<file path="config.mk">
export PLATFORM = sky130hd
export DESIGN_NAME = rxq_fifo
export DESIGN_NICKNAME = d
export VERILOG_FILES = /design/src/rtl/rxq_pkg.sv /design/src/rtl/rxq_ctrl.sv /design/src/rtl/rxq_store.sv /design/src/rtl/rxq_ovr.sv /design/src/rtl/rxq_fifo.sv
export SDC_FILE = /design/constraint.sdc
export NUM_CORES = 1
export LEC_CHECK = 0
export BUFFER_PORTS_ARGS = -buffer_cell sky130_fd_sc_hd__buf_2
export CAP_MARGIN = 25
export CORE_UTILIZATION = 41
export DETAILED_ROUTE_END_ITERATION = 8
export GPL_ROUTABILITY_DRIVEN = 0
export PLACE_DENSITY_LB_ADDON = 0.3
export RECOVER_POWER = 25
export SKIP_CTS_REPAIR_TIMING = 1
export SLEW_MARGIN = 30
export SYNTH_ARGS = -nofsm -noshare
export SYNTH_HDL_FRONTEND = slang
export SYNTH_SLANG_ARGS = --single-unit
</file>
<file path="constraint.sdc">
create_clock -name clk_i -period 8.01 [get_ports clk_i]
set_input_delay 0.4005 -clock clk_i [delete_from_list [all_inputs] [get_ports clk_i]]
set_output_delay 0.4005 -clock clk_i [all_outputs]
set_load 0.01 [all_outputs]
</file>
<file path="src/rtl/rxq_pkg.sv">
package rxq_pkg;
   // Counter width able to hold 0..n
   function automatic int cnt_w(input int n);
      return (n < 2) ? 1 : $clog2(n + 1);
   endfunction
   // Index width able to address 0..n-1
   function automatic int idx_w(input int n);
      return (n < 3) ? 1 : $clog2(n);
   endfunction
endpackage

</file>
<file path="src/rtl/rxq_ctrl.sv">
module rxq_ctrl
   import rxq_pkg::*;
#(
   parameter int DEPTH = 3,
   parameter int LVL_W = cnt_w(DEPTH),
   parameter int IDX_W = idx_w(DEPTH)
) (
   input  logic             clk_i,
   input  logic             rst_ni,
   input  logic             lock_i,
   input  logic             wr_i,
   input  logic             rel_i,
   output logic [LVL_W-1:0] level_o,
   output logic             full_o,
   output logic             shift_o,
   output logic             wr_en_o,
   output logic [IDX_W-1:0] wr_idx_o,
   output logic             ovr_evt_o
);
   localparam logic [LVL_W-1:0] LVL_MAX = LVL_W'(DEPTH);
   localparam logic [IDX_W-1:0] IDX_LAST = IDX_W'(DEPTH - 1);

   logic [LVL_W-1:0] level_q, level_d;
   logic             grow;

   always_comb begin
      full_o    = (level_q == LVL_MAX);
      shift_o   = rel_i && (level_q != '0);
      ovr_evt_o = wr_i && full_o && !shift_o;
      wr_en_o   = wr_i && !(ovr_evt_o && lock_i);
      wr_idx_o  = ovr_evt_o ? IDX_LAST : IDX_W'(level_q - LVL_W'(shift_o));
      grow      = wr_i && !ovr_evt_o;
      level_d   = level_q + LVL_W'(grow) - LVL_W'(shift_o);
   end

   always_ff @(posedge clk_i or negedge rst_ni) begin
      if (!rst_ni) level_q <= '0;
      else         level_q <= level_d;
   end

   assign level_o = level_q;
endmodule

</file>
<file path="src/rtl/rxq_store.sv">
module rxq_store
   import rxq_pkg::*;
#(
   parameter int DEPTH   = 3,
   parameter int FRAME_W = 80,
   parameter int IDX_W   = idx_w(DEPTH)
) (
   input  logic               clk_i,
   input  logic               rst_ni,
   input  logic               shift_i,
   input  logic               wr_en_i,
   input  logic [IDX_W-1:0]   wr_idx_i,
   input  logic [FRAME_W-1:0] wr_frame_i,
   output logic [FRAME_W-1:0] head_o
);
   logic [FRAME_W-1:0] slot_q [DEPTH];

   for (genvar gi = 0; gi < DEPTH; gi++) begin : g_slot
      logic [FRAME_W-1:0] moved;
      if (gi < DEPTH - 1) begin : g_mid
         assign moved = shift_i ? slot_q[gi+1] : slot_q[gi];
      end else begin : g_tail
         assign moved = slot_q[gi];
      end

      always_ff @(posedge clk_i or negedge rst_ni) begin
         if (!rst_ni)
            slot_q[gi] <= '0;
         else if (wr_en_i && (wr_idx_i == IDX_W'(gi)))
            slot_q[gi] <= wr_frame_i;
         else
            slot_q[gi] <= moved;
      end
   end

   assign head_o = slot_q[0];
endmodule

</file>
<file path="src/rtl/rxq_ovr.sv">
module rxq_ovr (
   input  logic clk_i,
   input  logic rst_ni,
   input  logic set_i,
   input  logic clr_i,
   output logic flag_o
);
   logic flag_q;

   always_ff @(posedge clk_i or negedge rst_ni) begin
      if (!rst_ni)    flag_q <= 1'b0;
      else if (set_i) flag_q <= 1'b1;
      else if (clr_i) flag_q <= 1'b0;
   end

   assign flag_o = flag_q;
endmodule

</file>
<file path="src/rtl/rxq_fifo.sv">
module rxq_fifo
   import rxq_pkg::*;
#(
   parameter int DEPTH   = 3,
   parameter int FRAME_W = 80,
   parameter int LVL_W   = cnt_w(DEPTH)
) (
   input  logic               clk_i,
   input  logic               rst_ni,
   input  logic               lock_i,
   input  logic               wr_i,
   input  logic [FRAME_W-1:0] wr_frame_i,
   input  logic               rel_i,
   input  logic               ovr_clr_i,
   output logic [FRAME_W-1:0] head_o,
   output logic [LVL_W-1:0]   level_o,
   output logic               full_o,
   output logic               ovr_o,
   output logic               irq_o
);
   localparam int IDX_W = idx_w(DEPTH);

   initial begin
      if (DEPTH < 2)               $fatal(1, "rxq_fifo: DEPTH must be at least 2");
      if (FRAME_W < 1)             $fatal(1, "rxq_fifo: FRAME_W must be positive");
      if (LVL_W < cnt_w(DEPTH))    $fatal(1, "rxq_fifo: LVL_W too narrow for DEPTH");
   end

   logic             shift, wr_en, ovr_evt;
   logic [IDX_W-1:0] wr_idx;

   rxq_ctrl #(.DEPTH(DEPTH), .LVL_W(LVL_W), .IDX_W(IDX_W)) ctrl_i (
      .clk_i     (clk_i),
      .rst_ni    (rst_ni),
      .lock_i    (lock_i),
      .wr_i      (wr_i),
      .rel_i     (rel_i),
      .level_o   (level_o),
      .full_o    (full_o),
      .shift_o   (shift),
      .wr_en_o   (wr_en),
      .wr_idx_o  (wr_idx),
      .ovr_evt_o (ovr_evt)
   );

   rxq_store #(.DEPTH(DEPTH), .FRAME_W(FRAME_W), .IDX_W(IDX_W)) store_i (
      .clk_i      (clk_i),
      .rst_ni     (rst_ni),
      .shift_i    (shift),
      .wr_en_i    (wr_en),
      .wr_idx_i   (wr_idx),
      .wr_frame_i (wr_frame_i),
      .head_o     (head_o)
   );

   rxq_ovr ovr_i (
      .clk_i  (clk_i),
      .rst_ni (rst_ni),
      .set_i  (ovr_evt),
      .clr_i  (ovr_clr_i),
      .flag_o (ovr_o)
   );

   assign irq_o = (level_o != '0);
endmodule

</file>
Yosys cells after proc, flatten, opt, wreduce, memory -nomap -nowiden. Index checks and enable logic that the tools add are counted. Widths: inputs -> output; s select.

Register bits: 243. Output and inout bits: 85. Input bits: 86. Word-level logic and storage cells: 35.

Eq/ne operators: 3. Reduce and logical (&&, ||, !) cells: 17. Mux-type cells: 7. Add/sub/neg operators: 3.

Operators by type and width (number): $mux 80 (4); $logic_and 1x1->1 (9); $reduce_bool 2->1 (4); $eq 2x2->1 const B (2); $sub 2x1->2 (2); $logic_not 1->1 (3); $add 2x1->2 (1); $eq 2x1->1 const B (1); $logic_not 2->1 (1); $mux 1 (2); $mux 2 (1).

Logic depth before layout (Yosys ltp).
Depth after elaboration: 9. Gate-level depth with buffers: 11. Mapped depth without buffers: 8.

Hierarchy. Synthesis repeated with hierarchy kept, for this count alone.

Cells, all modules: 714. Area, all modules: 11403.4 µm².

By module, submodules not included: rxq_store (area each 11174.5 µm², times used 1, cells an instance 688, sequential area each 6005.8 µm²); rxq_ctrl (area each 186.4 µm², times used 1, cells an instance 22, sequential area each 50.0 µm²); rxq_ovr (area each 36.3 µm², times used 1, cells an instance 3, sequential area each 25.0 µm²); rxq_fifo (area each 6.3 µm², times used 1, cells an instance 1, sequential area each 0.0 µm²).

Worst setup path after synthesis. No wires, ideal clock.

Path type: flip-flop to flip-flop. From: register ctrl_i.level_q[1], in the netlist ctrl_i.level_o[1]. To: register store_i.slot_q (netlist bit store_i.g_slot[2].moved[10]). Cell stages (with the launch flop): 11. Arrival: 2.502 ns. Data required time: 7.882 ns. Buffers on the path: 3. Path slack: 5.380 ns. Clock period less this slack: 2.630 ns. Setup time: 0.128 ns. Cells stage by stage: dfrtp_1 -> or2_1 -> buf_4 -> nand2_8 -> inv_4 -> buf_6 -> ha_1 -> and4b_1 -> o21ai_2 -> buf_2 -> mux2_1.

Cells in the longest elaborated chain, start to end: 8. Elaborated cells between the ends (all ways): 13. Those cells by class: 1 x add/sub; 2 x eq/ne; 1 x mux; 9 x reduce/logical.

Ends and longest elaborated chain: start, declared (line rxq_ctrl.sv:23) `logic [LVL_W-1:0] level_q, level_d;`; start signal, assigned (line rxq_ctrl.sv:38) `else level_q <= level_d;`; $reduce_bool 2->1 (*); named net irq_o (line rxq_fifo.sv:19) `output logic irq_o`; $logic_and 1x1->1 (*) (line rxq_ctrl.sv:28) `shift_o = rel_i && (level_q != '0);`; branches (longest 5 deep; another with $sub 2x1->2); $logic_and 1x1->1 (*) (line rxq_store.sv:29) `else if (wr_en_i && (wr_idx_i == IDX_W'(gi)))`; end signal, assigned by index (line rxq_store.sv:30) `slot_q[gi] <= wr_frame_i;`; end signal, assigned by index (line rxq_store.sv:32) `slot_q[gi] <= moved;`; end, declared (line rxq_store.sv:16) `logic [FRAME_W-1:0] slot_q [DEPTH];`.

Mark *: on every way through the listed nets, which the timed path passes. A chain may end at the register's enable or synchronous reset.

Worst setup path after layout.
From: register ctrl_i.level_q[1], in the netlist ctrl_i.level_o[1]. To: register store_i.slot_q (netlist bit store_i.head_o[62]).

Cells in the longest elaborated chain, start to end: 9. Elaborated cells between the ends (all ways): 15. Those cells by class: 1 x add/sub; 1 x eq/ne; 2 x mux; 11 x reduce/logical.

Ends and longest elaborated chain: branches (longest 9 deep; another with $sub 2x1->2).

Several ways; the timed one is not identified.

==> key figures <==
CTS
  – Worst skew pair latency: between 500 and 600 ps
  – Clock buffer depth: 3
  – # H-tree levels: 1
  – TritonCTS Buffers: 27
  – CTS tree: yes
  – Clock slew at reported path FFs: ~60 ps
  – Root buffer cell: clkbuf_16
  – Sink Count: about 240

Global routing
  – Met1 GRT Util: 21.2%
  – Overall routing resource usage: ~16%
  – Pin count of the biggest net entering global routing: a little over 80
  – Total grt overflow: 0
  – Initial antenna violation count: 2
  – Vias in the first global route: just under 7000
  – GRT busiest layer: met2
  – First-pass GRT wire length: between 30 and 40 mm
  – Met2 global-route usage: 26.9%
  – GRT met3 Usage: 3.39%

Timing
  – Final Max Tran Viols: 50
  – Final setup margin: approximately 3600 ps
  – Tightest Pin Transition: approximately 3000 ps
  – Slew margin rel.: -99.9%
  – Final Skew: around 13 ps
  – Tmin final: 4430 ps
  – Final setup fails: 0
  – F_max: around 230 MHz
  – Final-report hold violation count: 0
  – RSZ-0062 raised after global routing: no
  – TNS Setup: 0 ps
  – Final worst path period share: 55.3%

Status
  – Failing checks: capacitance limit, slew limit
  – Status: finished, violations left

Power
  – Pwr Total: 5830 µW
  – P_leak: 0.00608 µW
  – Pwr dens: 439 nW/µm²
  – Peak supply drop: 0.000260 V

Logic synthesis
  – YS warnings: 0
  – Top FF cell, synth: dfrtp_1
  – Ys async rst share: 100%
  – Top-count cell post-synth: mux2_2
  – Register area share after synthesis: 53.6%
  – Syn Area/Cell: approximately 16 µm²
  – Syn Std Cell Area: 11300 µm²
  – Cell taking the most area after synthesis: dfrtp_1
  – Cells after Synth: between 700 and 800
  – Commonest cells post-synth: mux2_2, dfrtp_1, mux2_4, buf_2, mux2_1
  – #FFs+latches synth: 243
  – Post-synth top area share: 53.6%
  – Number of synthesized flops with an enable pin: 0
  – Syn Nets: 799
  – Synth unique cells: 23
  – Top area cells in the synthesized netlist: dfrtp_1, mux2_2, mux2_4, mux2_1, buf_2

Layout
  – Final instance area: 13300 µm²
  – Layout Area Growth over Synthesis: 17.2%
  – Final net count: 965
  – Post-route insts no fill: 1233
  – # diodes: 0
  – Fill cells: between 2000 and 2500
  – Share of layout cells above drive strength 1: 65.6%

Die
  – Rows: 60
  – Die W: roughly 170 µm
  – Total die area: 28300 µm²
  – Die Y: 168 µm
  – Core ar.: 27000 µm²
  – # IOs: around 170
  – Initial Utilization: 41.9%

Detailed routing
  – Via density: 5.06
  – Via count: 6243
  – DR WL/cell: around 18 µm
  – Post-Route WL: 22.1 mm
  – Pre-Repair DR Iteration Count: 4
  – Iter 0 DRT Violations: 255
  – DRC: 0
  – Post-DRT Antenna Nets: 0

Worst hold path
  – Hold Path End: ovr_i.flag_o
  – Hold Path Class: input port to register
  – Worst hold path depth: 2
  – Hold_sp: ovr_clr_i

Critical path
  – Reg2reg setup slack: ~3600 ps
  – Worst Path Required: 8410 ps
  – Crit-path max FO: 82
  – Worst Setup End Kind: register
  – CP Cell Sequence: or2_1 > nand2_8 > inv_4 > ha_1 > and2_1 > a21o_1 > nand3_4 > buf_4 > mux2_2
  – Startpoint Class: register
  – Crit Path Class: register to register
  – Largest delay share family, worst path: simple AND/OR/NAND/NOR gates
  – R2R cell count: 9
  – RR Startpoint: ctrl_i.level_o[1]
  – Crit path buf inv count: 2
  – Worst Path Arrival: 4830 ps
  – Worst Setup SP: ctrl_i.level_o[1]
  – Critical-path top delay cell: buf_4
  – RR Endpoint: store_i.head_o[62]
  – Slowest stage delay, CP: 680 ps

Place
  – Buffers on Ports: 170
  – Number of instances in the placed design: 1188
  – Setup WS pre-CTS: ~3500 ps
  – DP Area: around 12000 µm²
  – Post-DP HPWL: 13.4 mm

Flow run
  – Max-cap violations: 1
cell type report:
cell class / instances / area [µm²] / area share [%]
clock inverters: 4 / 45.0 / 0.339
multi-input cells: 421 / 4990 / 37.6
well taps: 341 / 427 / 3.21
flip-flops and latches: 243 / 6080 / 45.8
repair buffers: 178 / 926 / 6.97
clock buffers: 40 / 795 / 5.98
inverters: 6 / 25.0 / 0.188
worst max-delay path by stage:
stage | to | slack, ps | cells after the start
after floorplan | store_i.g_slot[2].moved[10] | 5380 | 10
after global placement | store_i.head_o[46] | 3600 | 9
after detailed placement | store_i.head_o[42] | 3530 | 9
after CTS | store_i.head_o[42] | 3520 | 9
after global routing | store_i.head_o[64] | 3310 | 9
final | store_i.head_o[62] | 3580 | 9
worst register-to-register path: cells and delay by family (launching register included):
kind	cells	cell delay (ps)
compound gates	1	240
fa+ha+maj	1	420
buf+inv	2	1190
flops	1	460
mux	1	460
simple gates	4	1560
sequential cells by signal, indices dropped and copies added (netlist names):
register and cells:
ovr_i.flag_o 1, store_i.head_o 80, store_i.slot_q 80, ctrl_i.level_o 2, store_i.g_slot.moved 80
logic make-up (layout without fill, tap and decap cells):
logic type               count (synthesis)  in the layout  synth area share (%)
AO/OA/AOI/OAI                            4              4                 0.276
XOR/XNOR                                 2              2                 0.155
adder cells (fa/ha/maj)                  2              2                 0.221
buffers and inverters                   47            228                  2.63
flip-flops                             243            243                  53.6
multiplexers                           400            400                  42.3
AND/OR/NAND/NOR                         13             13                 0.740
report_power, final:
group	total (µW)	internal, µW	switching [µW]
Sequential	2200	1880	318
Clock	1180	708	473
Combinational	2450	1540	909
through the flow:
step / utilization, % / hold slack, ps
after floorplan: - / 105
after detailed placement: 46.1 / 345
final: 49.2 / 80.5
after CTS: 49.2 / -212
after global routing: 49.2 / 68.9
after global placement: 46.0 / 474
layout by cell type (no fill, tap or decap):
cell type,n
mux2_2,301
dfrtp_1,243
buf_2,155
mux2_4,79
clkbuf_16,27
clkbuf_1,21
mux2_1,20
clkbuf_8,7
inv_1,5
nor2_1,3
clkinv_2,3
buf_4,3
buf_6,3
nand2_1,2
xnor2_1,2
nand2b_1,2
nand3_4,2
ha_1,2
or2_1,1
nand2_8,1
inv_4,1
and4b_1,1
o22ai_1,1
o21ai_4,1
and2_1,1
a21o_1,1
o32ai_1,1
bufinv_16,1
dlygate4sd3_1,1
buf_16,1
per-layer routing:
metal | vias to the layer above | wire length (µm) | share of wire [%]
met3 | 31 | 1040 | 4.7
li1 | 2910 | - | -
met4 | 4 | 351 | 1.6
met2 | 118 | 10700 | 48
met5 | - | 27 | 0.12
met1 | 3180 | 9980 | 45
Power figures use the tool's default switching activity.
